$ cat config.mk
export PLATFORM = sky130hd
export DESIGN_NAME = isb_interlock
export DESIGN_NICKNAME = d
export VERILOG_FILES = /design/src/rtl/isb_pkg.sv /design/src/rtl/isb_ready_table.sv /design/src/rtl/isb_resource_track.sv /design/src/rtl/isb_interlock.sv
export SDC_FILE = /design/constraint.sdc
export NUM_CORES = 1
export LEC_CHECK = 0
export BUFFER_PORTS_ARGS = -buffer_cell sky130_fd_sc_hd__buf_2
export CELL_PAD_IN_SITES_DETAIL_PLACEMENT = 1
export CELL_PAD_IN_SITES_GLOBAL_PLACEMENT = 1
export CORE_MARGIN = 3
export CORE_UTILIZATION = 44
export DETAILED_ROUTE_END_ITERATION = 7
export PLACE_DENSITY_LB_ADDON = 0.25
export SLEW_MARGIN = 20
export SYNTH_ARGS = -nofsm -noshare
export SYNTH_HDL_FRONTEND = slang
export SYNTH_SLANG_ARGS = --single-unit
$ cat constraint.sdc
create_clock -name clk -period 7.2 [get_ports clk]
set_input_delay 0.36 -clock clk [delete_from_list [all_inputs] [get_ports clk]]
set_output_delay 0.36 -clock clk [all_outputs]
set_load 0.1 [all_outputs]
$ cat src/rtl/isb_pkg.sv
package isb_pkg;

  localparam int RES_DEPTH = 8;
  localparam int NUM_RES   = 4;
  localparam int RES_EX1   = 0;
  localparam int RES_EXWB  = 1;
  localparam int RES_LSA   = 2;
  localparam int RES_DC1   = 3;
  localparam int MAX_LAT   = 5;

  typedef enum logic [3:0] {
    CLS_ALU       = 4'd0,
    CLS_ALU_SHREG = 4'd1,
    CLS_MUL32     = 4'd2,
    CLS_MUL64     = 4'd3,
    CLS_MUL16     = 4'd4,
    CLS_LD_WORD   = 4'd5,
    CLS_LD_BYTE   = 4'd6,
    CLS_LD_MULTI  = 4'd7,
    CLS_ST        = 4'd8,
    CLS_ST_MULTI  = 4'd9
  } op_class_e;

  // Cycles from issue until an early consumer may issue.
  function automatic int unsigned lat_early(input logic [3:0] cls);
    case (cls)
      CLS_ALU:       return 2;
      CLS_ALU_SHREG: return 3;
      CLS_MUL32:     return 4;
      CLS_MUL64:     return 5;
      CLS_MUL16:     return 3;
      CLS_LD_WORD:   return 3;
      CLS_LD_BYTE:   return 4;
      CLS_LD_MULTI:  return 4;
      default:       return 0;
    endcase
  endfunction

  // Cycles from issue until a late consumer may issue.
  function automatic int unsigned lat_late(input logic [3:0] cls);
    case (cls)
      CLS_ALU:       return 1;
      CLS_ALU_SHREG: return 2;
      CLS_MUL32:     return 3;
      CLS_MUL64:     return 4;
      CLS_MUL16:     return 2;
      CLS_LD_WORD:   return 2;
      CLS_LD_BYTE:   return 3;
      CLS_LD_MULTI:  return 3;
      default:       return 0;
    endcase
  endfunction

  function automatic logic writes_reg(input logic [3:0] cls);
    return cls <= CLS_LD_MULTI;
  endfunction

  function automatic logic is_mem(input logic [3:0] cls);
    return (cls >= CLS_LD_WORD) && (cls <= CLS_ST_MULTI);
  endfunction

  // Cycles the first execute stage is held.
  function automatic int unsigned ex1_hold(input logic [3:0] cls);
    case (cls)
      CLS_ALU_SHREG, CLS_MUL32: return 2;
      CLS_MUL64:                return 3;
      CLS_ALU, CLS_MUL16:       return 1;
      default:                  return is_mem(cls) ? 1 : 0;
    endcase
  endfunction

  // Slot mask of one stage for one class; bit k is the cycle issue+k.
  function automatic logic [RES_DEPTH-1:0] res_need(input logic [3:0] cls,
                                                    input int res);
    logic [RES_DEPTH-1:0] m;
    int unsigned h;
    m = '0;
    h = ex1_hold(cls);
    case (res)
      RES_EX1: begin
        for (int k = 0; k < 3; k++)
          if (k < int'(h)) m[k] = 1'b1;
      end
      RES_EXWB: begin
        if (cls <= CLS_MUL16) m[h + 2] = 1'b1;
        if (cls == CLS_MUL64) m[h + 3] = 1'b1;
      end
      RES_LSA: m[0] = is_mem(cls);
      RES_DC1: begin
        m[1] = is_mem(cls);
        m[2] = (cls == CLS_LD_MULTI) || (cls == CLS_ST_MULTI);
      end
      default: m = '0;
    endcase
    return m;
  endfunction

endpackage

$ cat src/rtl/isb_ready_table.sv
module isb_ready_table #(
  parameter int NUM_REGS = 16,
  parameter int CNT_W    = 3,
  parameter int MAX_CNT  = 4,
  localparam int REG_W   = $clog2(NUM_REGS)
) (
  input  logic                clk,
  input  logic                rst_n,
  input  logic                wr_en,
  input  logic [REG_W-1:0]    wr_reg,
  input  logic [CNT_W-1:0]    wr_early,
  input  logic [CNT_W-1:0]    wr_late,
  output logic [NUM_REGS-1:0] pend_early,
  output logic [NUM_REGS-1:0] pend_late
);

  function automatic logic [CNT_W-1:0] later(input logic [CNT_W-1:0] a,
                                             input logic [CNT_W-1:0] b);
    return (a > b) ? a : b;
  endfunction

  function automatic logic [CNT_W-1:0] decay(input logic [CNT_W-1:0] c);
    return (c != '0) ? c - 1'b1 : '0;
  endfunction

  for (genvar g = 0; g < NUM_REGS; g++) begin : g_reg
    logic [CNT_W-1:0] cnt_e, cnt_l;
    logic [CNT_W-1:0] nxt_e, nxt_l;
    logic             hit;

    assign hit = wr_en && (wr_reg == REG_W'(g));

    always_comb begin
      nxt_e = decay(cnt_e);
      nxt_l = decay(cnt_l);
      if (hit) begin
        nxt_e = later(nxt_e, wr_early);
        nxt_l = later(nxt_l, wr_late);
      end
    end

    always_ff @(posedge clk or negedge rst_n) begin
      if (!rst_n) begin
        cnt_e <= '0;
        cnt_l <= '0;
      end else begin
        cnt_e <= nxt_e;
        cnt_l <= nxt_l;
      end
    end

    assign pend_early[g] = (cnt_e != '0);
    assign pend_late[g]  = (cnt_l != '0);


    count_decay_chk: assert property (@(posedge clk) disable iff (!rst_n)
      (!hit && cnt_e != '0) |=> (cnt_e == $past(cnt_e) - 1'b1));

    late_before_early_chk: assert property (@(posedge clk) disable iff (!rst_n)
      cnt_l <= cnt_e);

    count_bound_chk: assert property (@(posedge clk) disable iff (!rst_n)
      cnt_e <= CNT_W'(MAX_CNT));
  end

endmodule

$ cat src/rtl/isb_resource_track.sv
module isb_resource_track #(
  parameter int DEPTH = 8
) (
  input  logic             clk,
  input  logic             rst_n,
  input  logic [DEPTH-1:0] need,
  input  logic             claim,
  output logic             conflict
);

  logic [DEPTH-1:0] occ;

  assign conflict = |(occ & need);

  always_ff @(posedge clk or negedge rst_n) begin
    if (!rst_n) occ <= '0;
    else        occ <= (occ >> 1) | (claim ? (need >> 1) : '0);
  end


  slot_kept_chk: assert property (@(posedge clk) disable iff (!rst_n)
    (claim && need[1]) |=> occ[0]);

  slot_double_chk: assert property (@(posedge clk) disable iff (!rst_n)
    claim |-> !conflict);

endmodule

$ cat src/rtl/isb_interlock.sv
module isb_interlock
  import isb_pkg::*;
#(
  parameter int NUM_REGS = 16,
  parameter int CNT_W    = 3,
  parameter int DEPTH    = isb_pkg::RES_DEPTH,
  localparam int REG_W   = $clog2(NUM_REGS)
) (
  input  logic             clk,
  input  logic             rst_n,
  input  logic             in_valid,
  input  logic [3:0]       in_class,
  input  logic             src0_en,
  input  logic [REG_W-1:0] src0_reg,
  input  logic             src0_early,
  input  logic             src1_en,
  input  logic [REG_W-1:0] src1_reg,
  input  logic             src1_early,
  input  logic             dst_en,
  input  logic [REG_W-1:0] dst_reg,
  output logic             issue,
  output logic             stall
);

  logic [NUM_REGS-1:0] pend_early, pend_late;
  logic                src0_wait, src1_wait, data_hazard;
  logic [NUM_RES-1:0]  res_conflict;
  logic                struct_hazard;
  logic                wr_en;
  logic [CNT_W-1:0]    wr_early, wr_late;
  int unsigned         le, ll;

  // Operand readiness per source, selected by its use stage.
  assign src0_wait = src0_en &&
                     (src0_early ? pend_early[src0_reg] : pend_late[src0_reg]);
  assign src1_wait = src1_en &&
                     (src1_early ? pend_early[src1_reg] : pend_late[src1_reg]);
  assign data_hazard = src0_wait || src1_wait;

  for (genvar r = 0; r < NUM_RES; r++) begin : g_res
    logic [DEPTH-1:0] need;
    assign need = res_need(in_class, r);
    isb_resource_track #(.DEPTH(DEPTH)) u_trk (
      .clk      (clk),
      .rst_n    (rst_n),
      .need     (need),
      .claim    (issue),
      .conflict (res_conflict[r])
    );
  end

  assign struct_hazard = |res_conflict;
  assign issue = in_valid && !data_hazard && !struct_hazard;
  assign stall = in_valid && (data_hazard || struct_hazard);

  // Countdown values are latency minus one: a count of zero means ready.
  always_comb begin
    le = lat_early(in_class);
    ll = lat_late(in_class);
    wr_early = (le > 0) ? CNT_W'(le - 1) : '0;
    wr_late  = (ll > 0) ? CNT_W'(ll - 1) : '0;
  end

  assign wr_en = issue && dst_en && writes_reg(in_class);

  isb_ready_table #(.NUM_REGS(NUM_REGS), .CNT_W(CNT_W), .MAX_CNT(MAX_LAT - 1)) u_tbl (
    .clk        (clk),
    .rst_n      (rst_n),
    .wr_en      (wr_en),
    .wr_reg     (dst_reg),
    .wr_early   (wr_early),
    .wr_late    (wr_late),
    .pend_early (pend_early),
    .pend_late  (pend_late)
  );


  issue_stall_excl_chk: assert property (@(posedge clk) disable iff (!rst_n)
    !(issue && stall));

  idle_quiet_chk: assert property (@(posedge clk) disable iff (!rst_n)
    !in_valid |-> (!issue && !stall));

  held_stable_chk: assert property (@(posedge clk) disable iff (!rst_n)
    stall |=> (in_valid && $stable(in_class) && $stable(dst_reg)));

  no_pending_issue_chk: assert property (@(posedge clk) disable iff (!rst_n)
    issue |-> !(src0_en && (src0_early ? pend_early[src0_reg] : pend_late[src0_reg])));

  stage_free_issue_chk: assert property (@(posedge clk) disable iff (!rst_n)
    issue |-> (res_conflict == '0));

endmodule

* Word-level counts from Yosys, hierarchy flattened
Memory sizes are Yosys's and may differ from the RTL's. Index checks and enable logic that the tools add are counted.
Storage, ports and cells: bits in registers 107, output and inout bits 2, memory bits (read-only) 48, input port bits 24, memories kept 2
Memory list:
- (name not given) | depth 8, bits a word 3, rd ports 1, clocked after memory_dff 0, wr ports 0, RTL line isb_pkg.sv:26 | case (cls)
- (name not given) | depth 8, bits a word 3, rd ports 1, clocked after memory_dff 0, wr ports 0, RTL line isb_pkg.sv:41 | case (cls)
Operators by class: multiplexer cells 124, bitwise operators 7, add/subtract/negate cells 36, magnitude comparators 47, reductions and logical operators 68, equality and inequality tests 21
Operators by type and width (number):
- $mux 3 | 98
- $sub 3x1->3 const B | 34
- $gt 3x3->1 | 32
- $reduce_bool 3->1 | 32
- $add 32x2->32 const B | 2
- $ge 32x1->1 const B | 2
- $gt 32x1->1 const B | 2
- $lt 32x4->1 const B | 2
- $mux 32 | 2
- $eq 4x4->1 const B | 9
- $lt 1x32->1 const A | 1
- $lt 2x32->1 const A | 1
- $lt 3x32->1 const A | 1
- $logic_and 1x1->1 | 26
- $eq 4x3->1 const B | 6
- $reduce_or 24->1 | 1
- $bmux 1 s4 | 4
- $eq 4x2->1 const B | 4
- $mux 8 | 2
- $mux 1 | 12
- $lt 4x5->1 const B | 2
- $and 7x8->8 | 1
- $eq 4x1->1 const B | 2
- $le 4x3->1 const B | 2
- other kinds (14) | 23

* Logic depth before layout (Yosys ltp)
word-level depth 20, gate-level depth with buffers 16

* Hierarchy
A second synthesis with hierarchy kept.
Second synthesis, totals: cell total of the unflattened synthesis 962, area, all modules 9562.9 µm²
By module, submodules not included:
- isb_ready_table | sequential area each 2402.3 µm², area each 7483.4 µm², cells an instance 771, instances 1
- isb_interlock | sequential area each 0.0 µm², area each 1048.5 µm², cells an instance 119, instances 1
- isb_resource_track | sequential area each 175.2 µm², area each 257.7 µm², cells an instance 18, instances 4

* Least setup slack after synthesis
OpenSTA, ideal clock, no wires.
path kind in2reg, start point input in_class[3], end point register u_tbl.g_reg[10].cnt_l[1], slack 3.094 ns, data arrival time 3.981 ns, cell stages on the path 14, setup time 0.125 ns, path through clkbuf_1 clkbuf_1 a21oi_1 o21ai_0 inv_1 ha_1 a32o_1 a32oi_1 nand4_4 or4b_4 buf_6 buf_6 or4_4 mux2_4
Between the ends: word-level cells in the longest chain between the ends 20, elaborated cells between the ends (all ways) 54
RTL lines:
- from (decl) | RTL line isb_interlock.sv:12 | input logic [3:0] in_class,
- $ge 4x3->1 or $le 4x4->1 (tied branches) | RTL line isb_pkg.sv:59 | return (cls >= CLS_LD_WORD) && (cls <= CLS_ST_MULTI);
- $logic_and 1x1->1 | RTL line isb_pkg.sv:59
- $mux 1 | RTL line isb_pkg.sv:68 | default: return is_mem(cls) ? 1 : 0;
- $pmux 2 s3 | RTL line isb_pkg.sv:64 | case (cls)
- $add 32x2->32 | RTL line isb_pkg.sv:85 | if (cls <= CLS_MUL16) m[h + 2] = 1'b1;
- $ge 32x1->1 (not written as such) or $lt 32x4->1 (tied branches) | RTL line isb_pkg.sv:85
- $logic_and 1x1->1 (not written as such) | RTL line isb_pkg.sv:85
- $mux 1 (not written as such) | RTL line isb_pkg.sv:85
- [4 not listed]
- $and 7x8->8 | RTL line isb_resource_track.sv:13 | assign conflict = |(occ & need);
- $reduce_or 24->1 | RTL line isb_interlock.sv:52 | assign struct_hazard = |res_conflict;
- $logic_not 1->1 | RTL line isb_interlock.sv:53 | assign issue = in_valid && !data_hazard && !struct_hazard;
- $logic_and 1x1->1 | RTL line isb_interlock.sv:53
- $logic_and 1x1->1 (2 in a row) | RTL line isb_interlock.sv:64 | assign wr_en = issue && dst_en && writes_reg(in_class);
- $logic_and 1x1->1 | RTL line isb_ready_table.sv:31 | assign hit = wr_en && (wr_reg == REG_W'(g));
- $mux 3 * | RTL line isb_ready_table.sv:36 | if (hit) begin
- named net u_tbl.g_reg[10].nxt_l[1] | RTL line isb_ready_table.sv:28 | logic [CNT_W-1:0] nxt_e, nxt_l;
- to (signal assigned) | RTL line isb_ready_table.sv:48 | cnt_l <= nxt_l;
- to (decl) | RTL line isb_ready_table.sv:27 | logic [CNT_W-1:0] cnt_e, cnt_l;
Mark *: on every way through the listed nets, which the timed path passes. The rest lies on a longest branch.

* Worst setup path in the final report
start point input in_class[2], end point register u_tbl.g_reg[10].cnt_l[1]
The elaborated chain is that of the path after synthesis.

==> results.md <==
- The flow ran to the end, and the final reports show no timing, DRC or antenna violations.
- Counting instances in the post-synthesis netlist gives the leading cell types as sky130_fd_sc_hd__ha_1, sky130_fd_sc_hd__dfrtp_1, sky130_fd_sc_hd__nand2_1.
- The proportion of power drawn by the clock network is 0.391.
- The total number of nets in the final design is 1102.
- The number of violations of the max-capacitance limit is 0.
- The CTS tree is done.
- The aggregate negative setup slack is 0 ns.
- Summed over all nets, the switching power comes to 0.0003801 W.
- The final antenna-violating net count is 0.
- The final-report hold violation count is 0.
- The worst slew margin relative to its limit is 0.3542.
- The worst setup path category is input pin to flop.
- The leakage power is 4.985 nW.
- The die covers 21430 sq um.
- During synthesis, Yosys emitted a total of 0 warnings.
- The critical path arrival is 4.46 ns.
- STA classifies the critical path endpoint as a flop.
- Data on the critical path is required at its endpoint by 7.44 ns.
- The power share of the sequential group is 0.438.
- The critical path goes through buf_2 > o21ai_0 > nand2b_1 > buf_4 > inv_1 > o21ai_0 > a21oi_1 > buf_4 > inv_1 > ha_1 > a21o_1 > a21oi_1 > a31oi_1 > or4_4 > mux2_4.
- The biggest cell delay along the critical path is 0.61 ns.
- The most used standard cell by instance count after synthesis is sky130_fd_sc_hd__ha_1.
- The total wirelength of the detailed-routed design is 23.52 mm.
- Across the VDD grid, the largest voltage drop is 0.1090 mV.
- The fraction of post-synthesis cell area in the top cell type by area is 0.3059.
- In the post-synthesis netlist, the biggest area contributors are sky130_fd_sc_hd__dfrtp_1, sky130_fd_sc_hd__ha_1, sky130_fd_sc_hd__mux2i_1.
- From synthesis to final layout, the design area changed by 7.980%.
- The worst hold path belongs to the class flop to flop.
- Synthesis handed over a netlist of 963 instances.
- Setup repair after global routing left no endpoint under its margin.
- The initial antenna violation count is 0.
- The global router's overall resource usage is 0.2257.
- For this run, the top clock speed supported by timing is 237.0 MHz.
- The total internal power is 0.0009986 W.
- For this run, the register share of the synthesized area comes to 0.3059.
- The clock slew at the register clock pins of the worst setup and hold paths is 0.07 ns.
- After floorplanning, the core was divided into 50 placement rows.
- After clock tree synthesis, the repair step resized 0 gates.
- The slew at the pin closest to its max-slew limit is 0.9688 ns.
- The final critical path time including I/O delays and setup is 4.220 ns.
- Dividing the final minimum period by the clock period gives 0.5861.
- STA classifies the critical path startpoint as an input pin.
- 26 I/O pins were placed.
- The count of vias placed by the detailed router is 7160.
- After detailed routing, the number of remaining DRC violations is 0.
- The die is 146.4 um tall.
- The average detailed-routed wire length per instance is 19.03 um.
- Measured along the x axis, the die boundary spans 146.4 um.
- The number of synthesized flops with an enable pin is 0.
- Using the TritonRoute via totals, the vias-per-cell ratio works out to 5.793.
- The initial utilization of the core area, before any placement, comes to 0.4559.
- During placement, the flow inserted port buffers numbering 25.
- The number of distinct library cells after synthesis is 63.
- The part of the power in combinational logic is 0.171.
- The flip-flop and latch count after synthesis is 106.
- The per-instance average area after synthesis is 9.004 sq um.
- Dividing total power by cell area gives a power density of 147.3 nW/um^2.
- Detailed placement finished with a half-perimeter wire length of 17.47 mm.
- The number of inserted diodes is 0.
- The cell with the largest stage delay on the worst path is sky130_fd_sc_hd__inv_1.
- After clock tree synthesis, the setup repair step added 0 buffers.
- In the final layout, the share of cells above drive strength 1 is 0.09529.
- The first global-routing pass estimated 39.06 mm of wire.
- Of the total power, the share spent switching nets is 0.2757.
- Summed over all instances, the cell type with the most area after synthesis is sky130_fd_sc_hd__dfrtp_1.
- The floorplan core area is 19020 sq um.
- The final core area utilization is 0.4923.
- The clock drives 106 sinks.
- In the synthesized netlist the async set-or-reset flop fraction comes to 1.000.
- The pre-antenna-repair detailed-routing pass consisted of 6 iterations.
- Between clock sinks in the finished design, the worst skew comes to 0.006439 ns.
- The CTS H-tree depth is 3.
- In this run the worst path has a maximum fanout of 18.
- Summing every instance area after synthesis gives 8671 sq um.
- The maximum number of pins on one net before global-route repair is 68.
- In this run, the number of DRC markers left after iteration 0 of detailed routing was 370.
- The most used flip-flop cell after synthesis is sky130_fd_sc_hd__dfrtp_1.
- The kind of cell with the highest combined delay along the critical path is buffers and inverters.
- The filler cell count is 2277.
- The final setup violation count is 0.
- Together, buffers and inverters on the worst path number 5.
- At the later pin of the worst-skew pair, clock insertion delay measures 0.35 ns.
- The congestion estimate from routability-driven global placement came to 0.8291.
- In this run, CTS created clock tree buffers numbering 9.
- Counting along the longest clock path gives a buffer depth of 2.
- The max-slew violation count is 0.
- The number of nets in the synthesized netlist is 1094.
- Buffers inserted to repair hold after CTS numbered 1.
- The final global-route overflow total is 0.
- Clock tree synthesis selected as its root buffer the cell sky130_fd_sc_hd__clkbuf_16.
- The number of global-route vias before repair came to 7548.
## final timing paths
path                                            end  slack, ns                      from  cells after the start
max                        u_tbl.g_reg[10].cnt_l[1]       2.98               in_class[2]                     15
min                           g_res[1].u_trk.occ[0]       0.36     g_res[1].u_trk.occ[1]                      0
max reg2reg                 u_tbl.g_reg[4].cnt_l[1]       3.57  u_tbl.g_reg[11].cnt_e[1]                      7
min reg2reg                   g_res[1].u_trk.occ[0]       0.36     g_res[1].u_trk.occ[1]                      0
max in group asynchronous   u_tbl.g_reg[2].cnt_l[0]       5.39                     rst_n                      3
min in group asynchronous   u_tbl.g_reg[1].cnt_l[0]       0.52                     rst_n                      2
## per-layer routing
| metal | global-route usage | share of wire | up-vias | routed length, um |
|---|---|---|---|---|
| li1 | - | - | 3488 | - |
| met1 | 0.3001 | 0.47 | 3548 | 11000 |
| met2 | 0.3830 | 0.48 | 96 | 11290 |
| met3 | 0.03818 | 0.031 | 28 | 736 |
| met4 | 0.05880 | 0.021 | 0 | 496 |
| met5 | 0 | 0 | - | 0 |
## registers in the layout, indices dropped and copies added, names as in the netlist
| name | flops |
|---|---|
| u_tbl.g.cnt_e | 48 |
| g_res.u_trk.occ | 10 |
| u_tbl.g.cnt_l | 48 |
## cells in the final DEF (no fill, tap or decap), types with 5 or more instances in the layout
master and count:
sky130_fd_sc_hd__or4_1 14, sky130_fd_sc_hd__and2_1 17, sky130_fd_sc_hd__o21ai_0 51, sky130_fd_sc_hd__or4_4 8, sky130_fd_sc_hd__mux2_2 8, sky130_fd_sc_hd__clkbuf_16 9, sky130_fd_sc_hd__a22oi_1 5, sky130_fd_sc_hd__nand4_1 11
sky130_fd_sc_hd__buf_4 9, sky130_fd_sc_hd__dfrtp_1 106, sky130_fd_sc_hd__o21a_1 9, sky130_fd_sc_hd__o31ai_1 5, sky130_fd_sc_hd__inv_1 91, sky130_fd_sc_hd__nor2_1 38, sky130_fd_sc_hd__nand2_1 101, sky130_fd_sc_hd__mux2i_1 82
sky130_fd_sc_hd__ha_1 107, sky130_fd_sc_hd__buf_2 24, sky130_fd_sc_hd__nor4_1 9, sky130_fd_sc_hd__mux2_4 8, sky130_fd_sc_hd__a31oi_1 27, sky130_fd_sc_hd__nand3_1 12, sky130_fd_sc_hd__nor2b_1 18, sky130_fd_sc_hd__a21o_1 26
sky130_fd_sc_hd__nor3_1 38, sky130_fd_sc_hd__nand2b_1 8, sky130_fd_sc_hd__o21bai_1 32, sky130_fd_sc_hd__a21oi_1 29
## worst reg2reg max path, delay by kind of cell, from the launching register on
| kind | cells | cell delay (ns) |
|---|---|---|
| AOI/OAI and AO/OA | 1 | 0.19 |
| and+or+nand+nor | 5 | 2.59 |
| DFF | 1 | 0.42 |
| muxes | 1 | 0.32 |
## layout make-up
class,count,area [sq um],area share
inverter,91,341.6,0.03648
multi-input combinational,729,5524,0.5900
timing repair buffer,34,197.7,0.02111
clock buffer,12,246.5,0.02633
clock inverter,4,75.07,0.008018
tap,260,325.3,0.03475
sequential,106,2653,0.2833
## cell families after synthesis
family / after synthesis / synth area share
buffers and inverters: 128 / 0.05887
flip-flops: 106 / 0.3059
other: 1 / 0.0004325
AO/OA/AOI/OAI: 219 / 0.1690
XOR/XNOR: 2 / 0.002021
adder cells (fa/ha/maj): 107 / 0.1544
AND/OR/NAND/NOR: 299 / 0.1827
multiplexers: 101 / 0.1267
## power groups by stage
stage	Combinational (W)	Clock, W	Sequential [W]
2_1_floorplan	0.000160	0	0.000614
3_3_place_gp	0.000228	0	0.000615
3_5_place_dp	0.000235	0	0.000616
4_1_cts	0.000237	0.000551	0.000604
5_1_grt	0.000264	0.000579	0.000604
6_report	0.000236	0.000539	0.000604
## per-stage QoR
step                setup WS (ns)  cells  power [W]  cell area (sq um)  hold WS [ns]
floorplan                   3.094    963  0.0007746               8671       0.06441
global placement            2.729   1219  0.0008437               9025        0.3362
detailed placement          2.607   1219  0.0008507               9025        0.3471
CTS                         2.987   1236   0.001392               9356        0.3632
global route                2.617   1236   0.001448               9363        0.3694
finish                      2.980   1236   0.001379               9363        0.3560
No activity file was read; power rests on OpenSTA's default activity.
